**src/rtl/irq_arb_pkg.sv**
```systemverilog
package irq_arb_pkg;

  typedef enum logic {
    MODE_SIMPLE = 1'b0,
    MODE_PRIO   = 1'b1
  } ctl_mode_e;

  // only 2'b10 selects priority mode; reserved codes fall back to simple
  function automatic ctl_mode_e decode_mode(input logic [1:0] code);
    return (code == 2'b10) ? MODE_PRIO : MODE_SIMPLE;
  endfunction

endpackage

```
**src/rtl/irq_mask_filter.sv**
```systemverilog
module irq_mask_filter
  import irq_arb_pkg::*;
#(
  parameter int unsigned N_SRC = 16
) (
  input  logic [N_SRC-1:0] req_i,
  input  logic [N_SRC-1:0] prio_i,
  input  ctl_mode_e        mode_i,
  input  logic             i_flag_i,
  input  logic             ui_flag_i,
  output logic [N_SRC-1:0] elig_o
);

  logic pass_low;
  logic pass_high;

  always_comb begin
    if (mode_i == MODE_PRIO) begin
      pass_low  = !i_flag_i;
      pass_high = !i_flag_i || !ui_flag_i;
    end else begin
      pass_low  = !i_flag_i;
      pass_high = !i_flag_i;
    end
  end

  for (genvar g = 0; g < N_SRC; g++) begin : g_src
    assign elig_o[g] = req_i[g] && (prio_i[g] ? pass_high : pass_low);
  end


  always_comb begin
    if (mode_i == MODE_PRIO && i_flag_i && ui_flag_i) begin
      full_mask_chk: assert (elig_o == '0);
    end
  end

endmodule

```
**src/rtl/irq_prio_pick.sv**
```systemverilog
module irq_prio_pick #(
  parameter int unsigned N_SRC = 16,
  localparam int unsigned IDX_W = (N_SRC > 1) ? $clog2(N_SRC) : 1
) (
  input  logic [N_SRC-1:0] elig_i,
  input  logic [N_SRC-1:0] prio_i,
  output logic             valid_o,
  output logic             high_o,
  output logic [IDX_W-1:0] idx_o
);

  logic [N_SRC-1:0] high_vec;
  logic [N_SRC-1:0] low_vec;
  logic [N_SRC-1:0] pick_vec;

  assign high_vec = elig_i & prio_i;
  assign low_vec  = elig_i & ~prio_i;
  assign high_o   = |high_vec;
  assign valid_o  = |elig_i;
  assign pick_vec = high_o ? high_vec : low_vec;

  always_comb begin
    idx_o = '0;
    for (int k = N_SRC - 1; k >= 0; k--) begin
      if (pick_vec[k]) idx_o = IDX_W'(k);
    end
  end


  always_comb begin
    if (valid_o) begin
      pick_elig_chk: assert (elig_i[idx_o] && (prio_i[idx_o] == high_o));
    end
  end

endmodule

```
**src/rtl/irq_mask_arbiter.sv**
```systemverilog
module irq_mask_arbiter
  import irq_arb_pkg::*;
#(
  parameter int unsigned N_SRC = 16,
  localparam int unsigned IDX_W = (N_SRC > 1) ? $clog2(N_SRC) : 1
) (
  input  logic             clk_i,
  input  logic             rst_ni,
  input  logic [N_SRC-1:0] req_i,
  input  logic [N_SRC-1:0] prio_i,
  input  logic             nmi_i,
  input  logic [1:0]       mode_i,
  input  logic             i_flag_i,
  input  logic             ui_flag_i,
  input  logic             cpu_ready_i,
  output logic             accept_o,
  output logic             accept_nmi_o,
  output logic [IDX_W-1:0] accept_idx_o,
  output logic             mask_i_o,
  output logic             mask_ui_o
);

  ctl_mode_e        mode;
  logic [N_SRC-1:0] elig;
  logic             win_valid;
  logic             win_high;
  logic [IDX_W-1:0] win_idx;
  logic             take;
  logic             next_ui;

  assign mode = decode_mode(mode_i);

  irq_mask_filter #(.N_SRC(N_SRC)) filter_i (
    .req_i    (req_i),
    .prio_i   (prio_i),
    .mode_i   (mode),
    .i_flag_i (i_flag_i),
    .ui_flag_i(ui_flag_i),
    .elig_o   (elig)
  );

  irq_prio_pick #(.N_SRC(N_SRC)) pick_i (
    .elig_i (elig),
    .prio_i (prio_i),
    .valid_o(win_valid),
    .high_o (win_high),
    .idx_o  (win_idx)
  );

  assign take = cpu_ready_i && (nmi_i || win_valid);

  always_comb begin
    if (mode == MODE_PRIO) next_ui = nmi_i || win_high;
    else                   next_ui = ui_flag_i;
  end

  always_ff @(posedge clk_i or negedge rst_ni) begin
    if (!rst_ni) begin
      accept_o     <= 1'b0;
      accept_nmi_o <= 1'b0;
      accept_idx_o <= '0;
      mask_i_o     <= 1'b0;
      mask_ui_o    <= 1'b0;
    end else begin
      accept_o     <= take;
      accept_nmi_o <= take && nmi_i;
      accept_idx_o <= (take && !nmi_i) ? win_idx : '0;
      mask_i_o     <= take;
      mask_ui_o    <= take && next_ui;
    end
  end


  property strobe_needs_ready_p;
    @(posedge clk_i) disable iff (!rst_ni) accept_o |-> $past(cpu_ready_i);
  endproperty
  strobe_ready_chk: assert property (strobe_needs_ready_p);


  property nmi_first_p;
    @(posedge clk_i) disable iff (!rst_ni) (accept_o && $past(nmi_i)) |-> accept_nmi_o;
  endproperty
  nmi_first_chk: assert property (nmi_first_p);


  property simple_mask_p;
    @(posedge clk_i) disable iff (!rst_ni)
      (accept_o && !accept_nmi_o) |-> !($past(mode_i) != 2'b10 && $past(i_flag_i));
  endproperty
  simple_mask_chk: assert property (simple_mask_p);


  property prio_full_mask_p;
    @(posedge clk_i) disable iff (!rst_ni)
      (accept_o && $past(mode_i) == 2'b10 && $past(i_flag_i) && $past(ui_flag_i)) |-> accept_nmi_o;
  endproperty
  prio_full_mask_chk: assert property (prio_full_mask_p);


  property mask_i_set_p;
    @(posedge clk_i) disable iff (!rst_ni) accept_o |-> mask_i_o;
  endproperty
  mask_i_set_chk: assert property (mask_i_set_p);

endmodule

```
**config.mk**
```make
export PLATFORM = sky130hd
export DESIGN_NAME = irq_mask_arbiter
export DESIGN_NICKNAME = d
export VERILOG_FILES = /design/src/rtl/irq_arb_pkg.sv /design/src/rtl/irq_mask_filter.sv /design/src/rtl/irq_prio_pick.sv /design/src/rtl/irq_mask_arbiter.sv
export SDC_FILE = /design/constraint.sdc
export NUM_CORES = 1
export LEC_CHECK = 0
export CELL_PAD_IN_SITES_DETAIL_PLACEMENT = 0
export CELL_PAD_IN_SITES_GLOBAL_PLACEMENT = 1
export CORE_UTILIZATION = 30
export DETAILED_ROUTE_END_ITERATION = 7
export PLACE_DENSITY = 0.86
export RECOVER_POWER = 100
export SLEW_MARGIN = 20
export SYNTH_ARGS = -nofsm -noshare
export SYNTH_HDL_FRONTEND = slang
export SYNTH_SLANG_ARGS = --single-unit
```
**constraint.sdc**
```tcl
create_clock -name clk_i -period 1.7 [get_ports clk_i]
set_input_delay 0.51 -clock clk_i [delete_from_list [all_inputs] [get_ports clk_i]]
set_output_delay 0.51 -clock clk_i [all_outputs]
set_load 0.02 [all_outputs]
```
# [Word level (Yosys, flattened, before mapping)]
# Index checks and enable logic that the tools add are counted.
# W data, S select, Z words.
[totals] in_bits=40 mem_bits_ro=0 out_inout_bits=8 register_bits=7 ram_bits=0 latchBits=0 mem_count=0 wordCells=73
[classes] addsub=0 n_reduce_logical=28 n_div=0 eq_ne=1 n_mux=37 n_lt_le_gt_ge=0 n_mul=0 bitwise=3 n_shift=0
[ops] op="$mux W4" n=17
[ops] op="$and A16 B16 Y16" n=2
[ops] op="$reduce_or A16 Y1" n=2
[ops] op="$logic_and A1 B1 Y1" n=20
[ops] op="$mux W1" n=19
[ops] op="$mux W16" n=1
[ops] op="$not A16 Y16" n=1
[ops] op="$logic_not A1 Y1" n=3
[ops] op="$logic_or A1 B1 Y1" n=3
[ops] op="$eq A2 B2 Y1 const B" n=1

# [Longest topological paths before layout]
# Gate-level depths: netlist of run 1.
[depth] ltp_word=25 mapped_depth=9

# [By module]
# A second synthesis of run 1 with hierarchy kept.
[hier_totals] hier_cells=140 hier_area_um2=1063.5
[modules_own_cells] mod="irq_prio_pick" cells_per_inst=69 area_per_inst_um2=464.2 instances=1 seq_area_each_um2=0.0
[modules_own_cells] mod="irq_mask_filter" cells_per_inst=53 area_per_inst_um2=340.3 instances=1 seq_area_each_um2=0.0
[modules_own_cells] mod="irq_mask_arbiter" cells_per_inst=18 area_per_inst_um2=259.0 instances=1 seq_area_each_um2=175.2

# [Worst setup path before layout of run 1]
# Ideal clock, no wire load.
[synth_timing] path_type="input to register" start="in req_i[12]" end="reg accept_idx_o[0]" arrival_ns=2.057 stages=7 setup_ns=0.087 path_slack_ns=-0.444 cell_sequence="a22o_1 -> nor4_4 -> a21oi_1 -> o221a_1 -> a311o_1 -> o2bb2ai_1 -> a211oi_2"
[synth_via] elab_chain_cells=21 word_cells_on_any_way=26 classes_between="18 x mux; 2 x bitwise; 6 x reduce/logical"
[synth_lines] item="from (decl)" line_no="irq_mask_arbiter.sv:9" source="input logic [N_SRC-1:0] req_i,"
[synth_lines] item="$logic_and A1 B1 Y1 (*)" line_no="irq_mask_filter.sv:28" source="assign elig_o[g] = req_i[g] && (prio_i[g] ? pass_high : pass_low);"
[synth_lines] item="$and A16 B16 Y16" line_no="irq_prio_pick.sv:16" source="assign high_vec = elig_i & prio_i;"
[synth_lines] item="$reduce_or A16 Y1" line_no="irq_prio_pick.sv:18" source="assign high_o = |high_vec;"
[synth_lines] item="$mux W16" line_no="irq_prio_pick.sv:20" source="assign pick_vec = high_o ? high_vec : low_vec;"
[synth_lines] item="$mux W4 (16 in a row)" line_no="irq_prio_pick.sv:25" source="if (pick_vec[k]) idx_o = IDX_W'(k);"
[synth_lines] item="$mux W4 (*)" line_no="irq_mask_arbiter.sv:67" source="accept_idx_o <= (take && !nmi_i) ? win_idx : '0;"
[synth_lines] item="to (signal assigned)" line_no="irq_mask_arbiter.sv:67"
[synth_lines] item="to (decl)" line_no="irq_mask_arbiter.sv:18" source="output logic [IDX_W-1:0] accept_idx_o,"
# Every way passes the cells marked *; elsewhere a longest branch is shown, timed or not.

# [Worst setup path in the final report of run 1]
[layout_timing] start="in req_i[6]" end="reg accept_idx_o[0]"
# Same word-level chain as after synthesis.

==> results of run 1 <==
[power breakdown]
part,switching (mW),total (mW),internal [mW]
Clock,0.0594,0.149,0.0895
Sequential,0.00262,0.179,0.176
Combinational,0.236,0.489,0.253
[sequential cells by signal, summed over array words and instances, names as in the netlist]
signal	cells
accept_o	1
accept_nmi_o	1
mask_ui_o	1
accept_idx_o	4
[layout by cell type (no fill, tap or decap), drive strengths merged, types with 2 or more instances in the layout]
master	n
buf	78
a22oi	7
a211oi	2
a22o	5
dfrtp	7
o211a	2
nand3	2
a21boi	2
nand2	20
clkbuf	27
a2111oi	2
o21ai	14
nor2b	2
dlygate4sd3	2
inv	5
and2	3
nor2	14
a21oi	12
nor3b	2
dlygate4sd2	6
nor4	6
nor3	2
nor4bb	3
o2bb2ai	5
o21a	5
[synthesized netlist by cell type (all sizes together), types with 3 or more instances]
library cell,instances
o21a,5
o2bb2ai,5
dfrtp,7
o21ai,14
clkbuf,4
nor2,14
and2,3
nor4bb,3
nand2,20
inv,5
a21oi,12
a22oi,7
buf,3
nor4,6
a22o,5
[area by class of cell]
| type | instances | area [um2] |
|---|---|---|
| Clock buffer | 4 | 26.3 |
| Fill cell | 273 | 1040 |
| Inverter | 5 | 18.8 |
| Multi-Input combinational cell | 122 | 965 |
| Sequential cell | 7 | 175 |
| Tap cell | 44 | 55.1 |
| Timing Repair Buffer | 112 | 826 |
[routing by layer]
| metal | part of all wire | global-route usage | routed length, um | up-vias |
|---|---|---|---|---|
| li1 | - | - | - | 766 |
| met1 | 0.38 | 0.279 | 1720 | 747 |
| met2 | 0.53 | 0.471 | 2410 | 77 |
| met3 | 0.063 | 0.0303 | 288 | 17 |
| met4 | 0.035 | 0.163 | 159 | 0 |
| met5 | 0 | 0 | 0 | - |
[path summary, 6_finish.rpt]
path                          start         endpoint
max in group asynchronous    rst_ni     accept_nmi_o
worst min-delay path         rst_ni  accept_idx_o[0]
min in group clk_i         req_i[1]  accept_idx_o[1]
worst max-delay path       req_i[6]  accept_idx_o[0]
[critical path, stage by stage]
cell       delay, ns
buf_6           0.09
a22o_4          0.26
nor4_4          0.36
buf_4           0.19
a21oi_2         0.06
o221a_1         0.20
a311o_1         0.35
o2bb2ai_2       0.14
a211oi_2        0.15
[per-stage QoR]
| step | cell area, um2 | power, mW | setup WS, ns |
|---|---|---|---|
| floorplan | 1060 | 0.355 | -0.397 |
| detailed placement | 1940 | 0.631 | -1.14 |
| global route | 2070 | 0.867 | -0.484 |
| CTS | 2100 | 0.803 | -0.438 |
| finish | 2070 | 0.817 | -0.440 |
| global placement | 1940 | 0.625 | -1.13 |
[what timing repair did]
item                       4_1_cts  5_1_grt
setup endpoints to repair        9       11
buffers inserted                10        5
pin swaps                       18       21
resized for setup              107       64
[logic make-up after synthesis]
kind of cell / after synthesis / synth area share
buffers and inverters: 12 / 0.0549
DFF: 7 / 0.175
AOI/OAI and AO/OA: 64 / 0.464
and+or+nand+nor: 58 / 0.306
==> metrics, run 1 <==
top cell type's share of synthesized area 0.175; slew margin rel. 0.677; Post-CTS Hold Fix Bufs 0; Avg Inst Size Synth roughly 7.1 um2; Core Region 3100 um2; post-route insts no fill roughly 290; hold crit path type primary input to async pin; power density cells roughly 400 nW/um2; drt drc 0; failing checks setup timing; Least-Margin Pin Slew between 0.4 and 0.5 ns; post-synth top area cell dfrtp_1; asr flop ratio synth 1.00; final worst slack -0.440 ns; total track usage 0.258; cell count after placement roughly 280; hold slack ~0.58 ns; Syn Inst Count ~140; Congestion Overflow GR 0; Routed Antenna Nets 0; outcome finished with violations; EDFF count, synth 0; layout net count about 290; first-pass GRT wire length 6900 um; Die H approximately 60 um; final core utilization 0.666; root buffer cell clkbuf_4; die area 3580 um2; CTS Sinks 7; vias in the first global route roughly 1600; vias per std cell 5.47; Die W 59.8 um; yosys warns 0; CTS tree built; synth unique cells slightly above 40; Main synth FF type dfrtp_1; largest net degree at the start of global routing 14; final count of pins violating max slew 0; Setup Viol. Count Final 6; leakage between 0.9 and 1 nW; Iter 0 DRT Violations 98; Tcrit/Tclk final 1.26; Synth-to-Final Area Change 106%; Final Hold Viols 0; f_max 0.467 GHz; drt first pass iters 4; register clock-pin slew on the reported worst setup and hold paths around 0.05 ns; post-DR wirelength/cell 15.5 um; Mapped Nets about 180; Max FO, Critical Path 4; WL final ~4600 um; n_diodes 0; Synth area leaders dfrtp_1 17%, nand2_1 7.5%, o21ai_0 7.0%; area of the mapped netlist ~1000 um2; Yosys reg bits 7; Peak VDD IR roughly 0.00017 V; hpwl dp ~3500 um; crit path capture type flip-flop; Worst Setup Start Kind primary input; input/output buffers 47; critical path type primary input to flip-flop; Initial Util 0.323; layout cells sized above 1 0.540; io pins 48; Max Cap Viol 0; Num CTS Buffers 3; crit path DAT roughly 2.3 ns; Data required, critical path ~1.9 ns; Clock Path Buffers 2; site row count 20; Tmin final between 2 and 2.5 ns; initial antenna violation count 0; RSZ-0062 raised after global routing yes; post-synthesis sequential area ratio 0.175; H-tree depth 1; global placer's final weighted congestion between 0.9 and 1; TNS Setup -1.95 ns; routed vias 1607
No activity file was read; power rests on OpenSTA's default activity.
==> inputs of run 2 (changes only) <==
Settings changed: CORE_UTILIZATION 30 to 25, PLACE_DENSITY 0.86 to 0.76.
Clock period 1.7 ns to 1.85 ns, I/O delays scaled along.
==> metrics, run 2 (synthesized netlist as in run 1, its figures left out) <==
drt drc 0; vias in the first global route approximately 1500; Initial Util 0.268; Sw Ratio 0.339; H-tree depth 1; Clk network pwr share 0.243; Setup Viol. Count Final 6; final worst slack -0.310 ns; Largest register FFs 4; final count of pins violating max slew 0; Data required, critical path ~2.0 ns; input/output buffers 47; Die W approximately 65 um; first-pass GRT wire length 7560 um; n_diodes 0; drt first pass iters 4; Synth-to-Final Area Change 125%; Tmin final 2.16 ns; RSZ-0062 raised after global routing yes; WL final between 4000 and 5000 um; crit path DAT 2.30 ns; most common cell after layout, fill and taps aside buf_4; largest net degree at the start of global routing 18; slew margin rel. 0.612; leakage between 1 and 1.5 nW; initial antenna violation count 0; slowest cell on the critical path a311o_1; Least-Margin Pin Slew 0.577 ns; global placer's final weighted congestion 0.985; hold crit path type primary input to async pin; Iter 0 DRT Violations 75; Max Cap Viol 0; outcome finished with violations; power density cells 382 nW/um2; Die H 65.3 um; layout net count between 200 and 300; Congestion Overflow GR 0; final core utilization 0.602; failing checks setup timing; hpwl dp ~3600 um; Post-CTS Hold Fix Bufs 0; slowest stage delay, CP about 0.36 ns; Max FO, Critical Path 2; Sw Pwr 292 uW; largest register by flop count accept_idx_o; CTS tree built; Pwr Total between 800 and 900 uW; Pint about 570 uW; crit path capture type flip-flop; CP Cell Sequence buf_6, a22o_4, nor4_4, buf_4, a21oi_4, o221a_1, a311o_1, o2bb2ai_2, a211oi_2; root buffer cell clkbuf_8; Worst Setup Start Kind primary input; register clock-pin slew on the reported worst setup and hold paths ~0.04 ns; routed vias around 1600; Peak VDD IR ~0.00012 V; layout cells sized above 1 0.588; critical path type primary input to flip-flop; cell family with the largest share of critical-path delay compound AO/OA/AOI/OAI gates; Num CTS Buffers 3; vias per std cell approximately 5.3; Final Hold Viols 0; post-DR wirelength/cell 15.4 um; commonest cells after routing, fill and taps aside 63 x buf_4, 18 x nand2_1, 17 x buf_6; Routed Antenna Nets 0; CTS Sinks 7; die area around 4300 um2; site row count 22; Clock Path Buffers 2; worst path bufs/invs 2; f_max around 0.46 GHz; Comb pwr share 0.567; Core Region roughly 3700 um2; total track usage 0.229; Tcrit/Tclk final 1.17; io pins between 40 and 50; Reg power frac 0.191
## run 2: metal layers
layer	global-route usage	wire length, um
met3	0.0104	229
met1	0.304	2010
met4	0.0516	116
met5	0	0
met2	0.403	2350
## run 2: area by class of cell
| cell class | count | area, um2 |
|---|---|---|
| clock buffers | 3 | 41.3 |
| clock inverters | 1 | 5.00 |
| fillers | 350 | 1490 |
| inverters | 5 | 18.8 |
| multi-input cells | 123 | 1030 |
| flip-flops and latches | 7 | 175 |
| well taps | 48 | 60.1 |
| repair buffers | 118 | 927 |
## run 2: timing repair
item | CTS | global route
cloned | 0 | 1
setup buffers | 10 | 5
hold endpoints to repair | 0 | 0
pin swaps | 21 | 20
gates resized for setup | 133 | 56
endpoints found under the setup margin | 6 | 6
## run 2: power by group through the flow
stage | combinational (mW) | clock [mW] | sequential (mW)
after floorplan | 0.142 | 0 | 0.179
after global placement | 0.409 | 0 | 0.167
after detailed placement | 0.412 | 0 | 0.167
after CTS | 0.454 | 0.213 | 0.165
after global routing | 0.524 | 0.222 | 0.165
final | 0.488 | 0.209 | 0.164
## run 2: through the flow
stage | instance area [um2] | worst slack (ns) | hold WS [ns] | instances | setup TNS [ns]
floorplan | 1030 | -0.292 | 0.259 | 141 | -0.956
global placement | 1940 | -1.10 | 0.827 | 285 | -5.60
detailed placement | 1940 | -1.10 | 0.835 | 285 | -5.77
CTS | 2180 | -0.337 | 0.597 | 299 | -1.58
global route | 2250 | -0.403 | 0.673 | 305 | -1.79
finish | 2250 | -0.310 | 0.661 | 305 | -1.41
## run 2: worst paths after layout
kind                       depth (start not counted)               to  slack (ns)     start
setup / recovery                                   9  accept_idx_o[0]       -0.31  req_i[5]
hold / removal                                     1  accept_idx_o[1]        0.66    rst_ni
max in group asynchronous                          1     accept_nmi_o        0.95    rst_ni
min in group clk_i                                 5  accept_idx_o[2]        0.77  req_i[3]
==> inputs of run 3 (changes only) <==
Settings changed: CORE_UTILIZATION 25 to 28, PLACE_DENSITY 0.76 to 0.81, SKIP_CTS_REPAIR_TIMING set to 1.
Clock period 1.85 ns to 2.1 ns, I/O delays scaled along.
==> metrics, run 3 (synthesized netlist as in run 1, its figures left out) <==
initial antenna violation count 0; Tmin final approximately 2.3 ns; final worst slack -0.165 ns; Data required, critical path around 2.3 ns; total track usage 0.247; H-tree depth 1; CTS tree built; drt drc 0; final count of pins violating max slew 0; site row count 21; largest register by flop count accept_idx_o; routed vias between 1500 and 2000; leakage about 1.2 nW; outcome finished with violations; commonest cells after routing, fill and taps aside 50 x buf_4, 25 x dlymetal6s2s_1, 19 x nand2_1; most common cell after layout, fill and taps aside buf_4; cell count after placement 282; Setup Viol. Count Final 1; Clock Path Buffers 2; Num CTS Buffers 3; Synth-to-Final Area Change 125%; first-pass GRT wire length 6700 um; Layout fillers around 270; hpwl dp approximately 3700 um; Core Region ~3400 um2; worst path bufs/invs 2; WL final roughly 5000 um; layout cells sized above 1 0.439; register clock-pin slew on the reported worst setup and hold paths roughly 0.06 ns; Max Cap Viol 0; Crit path depth 9; Die H ~60 um; hold slack between 0.7 and 0.8 ns; Die W between 60 and 70 um; post-route cell area roughly 2300 um2; Routed Antenna Nets 0; global placer's final weighted congestion approximately 1; Placed Area ~1900 um2; largest net degree at the start of global routing 19; io pins 48; root buffer cell clkbuf_4; CP Cell Sequence buf_6, a22o_4, nor4_4, buf_4, a21oi_4, o221a_1, a311o_1, o2bb2ai_2, a211oi_2; slew margin rel. 0.748; Least-Margin Pin Slew 0.376 ns; vias per std cell ~5.5; Peak VDD IR between 0.0002 and 0.00025 V; RSZ-0062 raised after global routing yes; post-route insts no fill 290; layout net count ~290; critical path type primary input to flip-flop; n_diodes 0; failing checks setup timing; post-DR wirelength/cell 17.3 um; f_max roughly 0.44 GHz; vias in the first global route between 1000 and 1500; Worst Setup Start Kind primary input; Iter 0 DRT Violations 71; crit path DAT between 2 and 2.5 ns; power density cells just over 300 nW/um2; drt first pass iters 4; Congestion Overflow GR 0; hold crit path type primary input to async pin; die area 3820 um2; Tcrit/Tclk final 1.08; cell family with the largest share of critical-path delay compound AO/OA/AOI/OAI gates; Largest register FFs 4; Max FO, Critical Path 4; crit path capture type flip-flop; input/output buffers 47; Pwr Total ~700 uW; slowest cell on the critical path nor4_4; Final Hold Viols 0; Initial Util 0.296; CTS Sinks 7; slowest stage delay, CP about 0.36 ns
run 3: cell count changes in the layout (fill, tap and decap cells not counted), moves of 3 or more:
cell,delta
buf_6,-8
buf_2,-9
clkbuf_2,-8
clkbuf_4,+3
dlymetal6s2s_1,+24
clkbuf_8,-3
buf_4,-13
run 3: power by group:
part           internal, mW  switching (mW)
clock                0.0728          0.0538
sequential            0.143         0.00205
combinational         0.220           0.199
total                 0.435           0.255
run 3: path summary, 6_finish.rpt:
kind	startpoint	end
max in group asynchronous	rst_ni	accept_idx_o[1]
min in group clk_i	mode_i[1]	mask_ui_o
setup / recovery	prio_i[6]	accept_idx_o[0]
hold / removal	rst_ni	mask_ui_o
run 3: layer usage:
| metal | wire length [um] | up-vias | track usage |
|---|---|---|---|
| li1 | - | 753 | - |
| met1 | 2000 | 756 | 0.291 |
| met2 | 2630 | 75 | 0.442 |
| met3 | 258 | 10 | 0.0538 |
| met4 | 136 | 0 | 0.0794 |
| met5 | 0 | - | 0 |
run 3: stage by stage:
| stage | TNS (ns) | setup WS (ns) | util |
|---|---|---|---|
| 2_1_floorplan | -0.256 | -0.118 | - |
| 6_report | -0.165 | -0.165 | 0.667 |
| 4_1_cts | -2.96 | -0.616 | 0.579 |
| 5_1_grt | -0.493 | -0.278 | 0.667 |
| 3_5_place_dp | -4.42 | -0.867 | 0.571 |
| 3_3_place_gp | -4.23 | -0.822 | 0.571 |
run 3: final cells by class:
| class | instances | area, um2 | area share |
|---|---|---|---|
| Multi-Input combinational cell | 122 | 1000 | 0.444 |
| Timing Repair Buffer | 106 | 978 | 0.433 |
| Sequential cell | 7 | 175 | 0.0775 |
| Tap cell | 46 | 57.6 | 0.0255 |
| Clock buffer | 4 | 26.3 | 0.0116 |
| Inverter | 5 | 18.8 | 0.00831 |
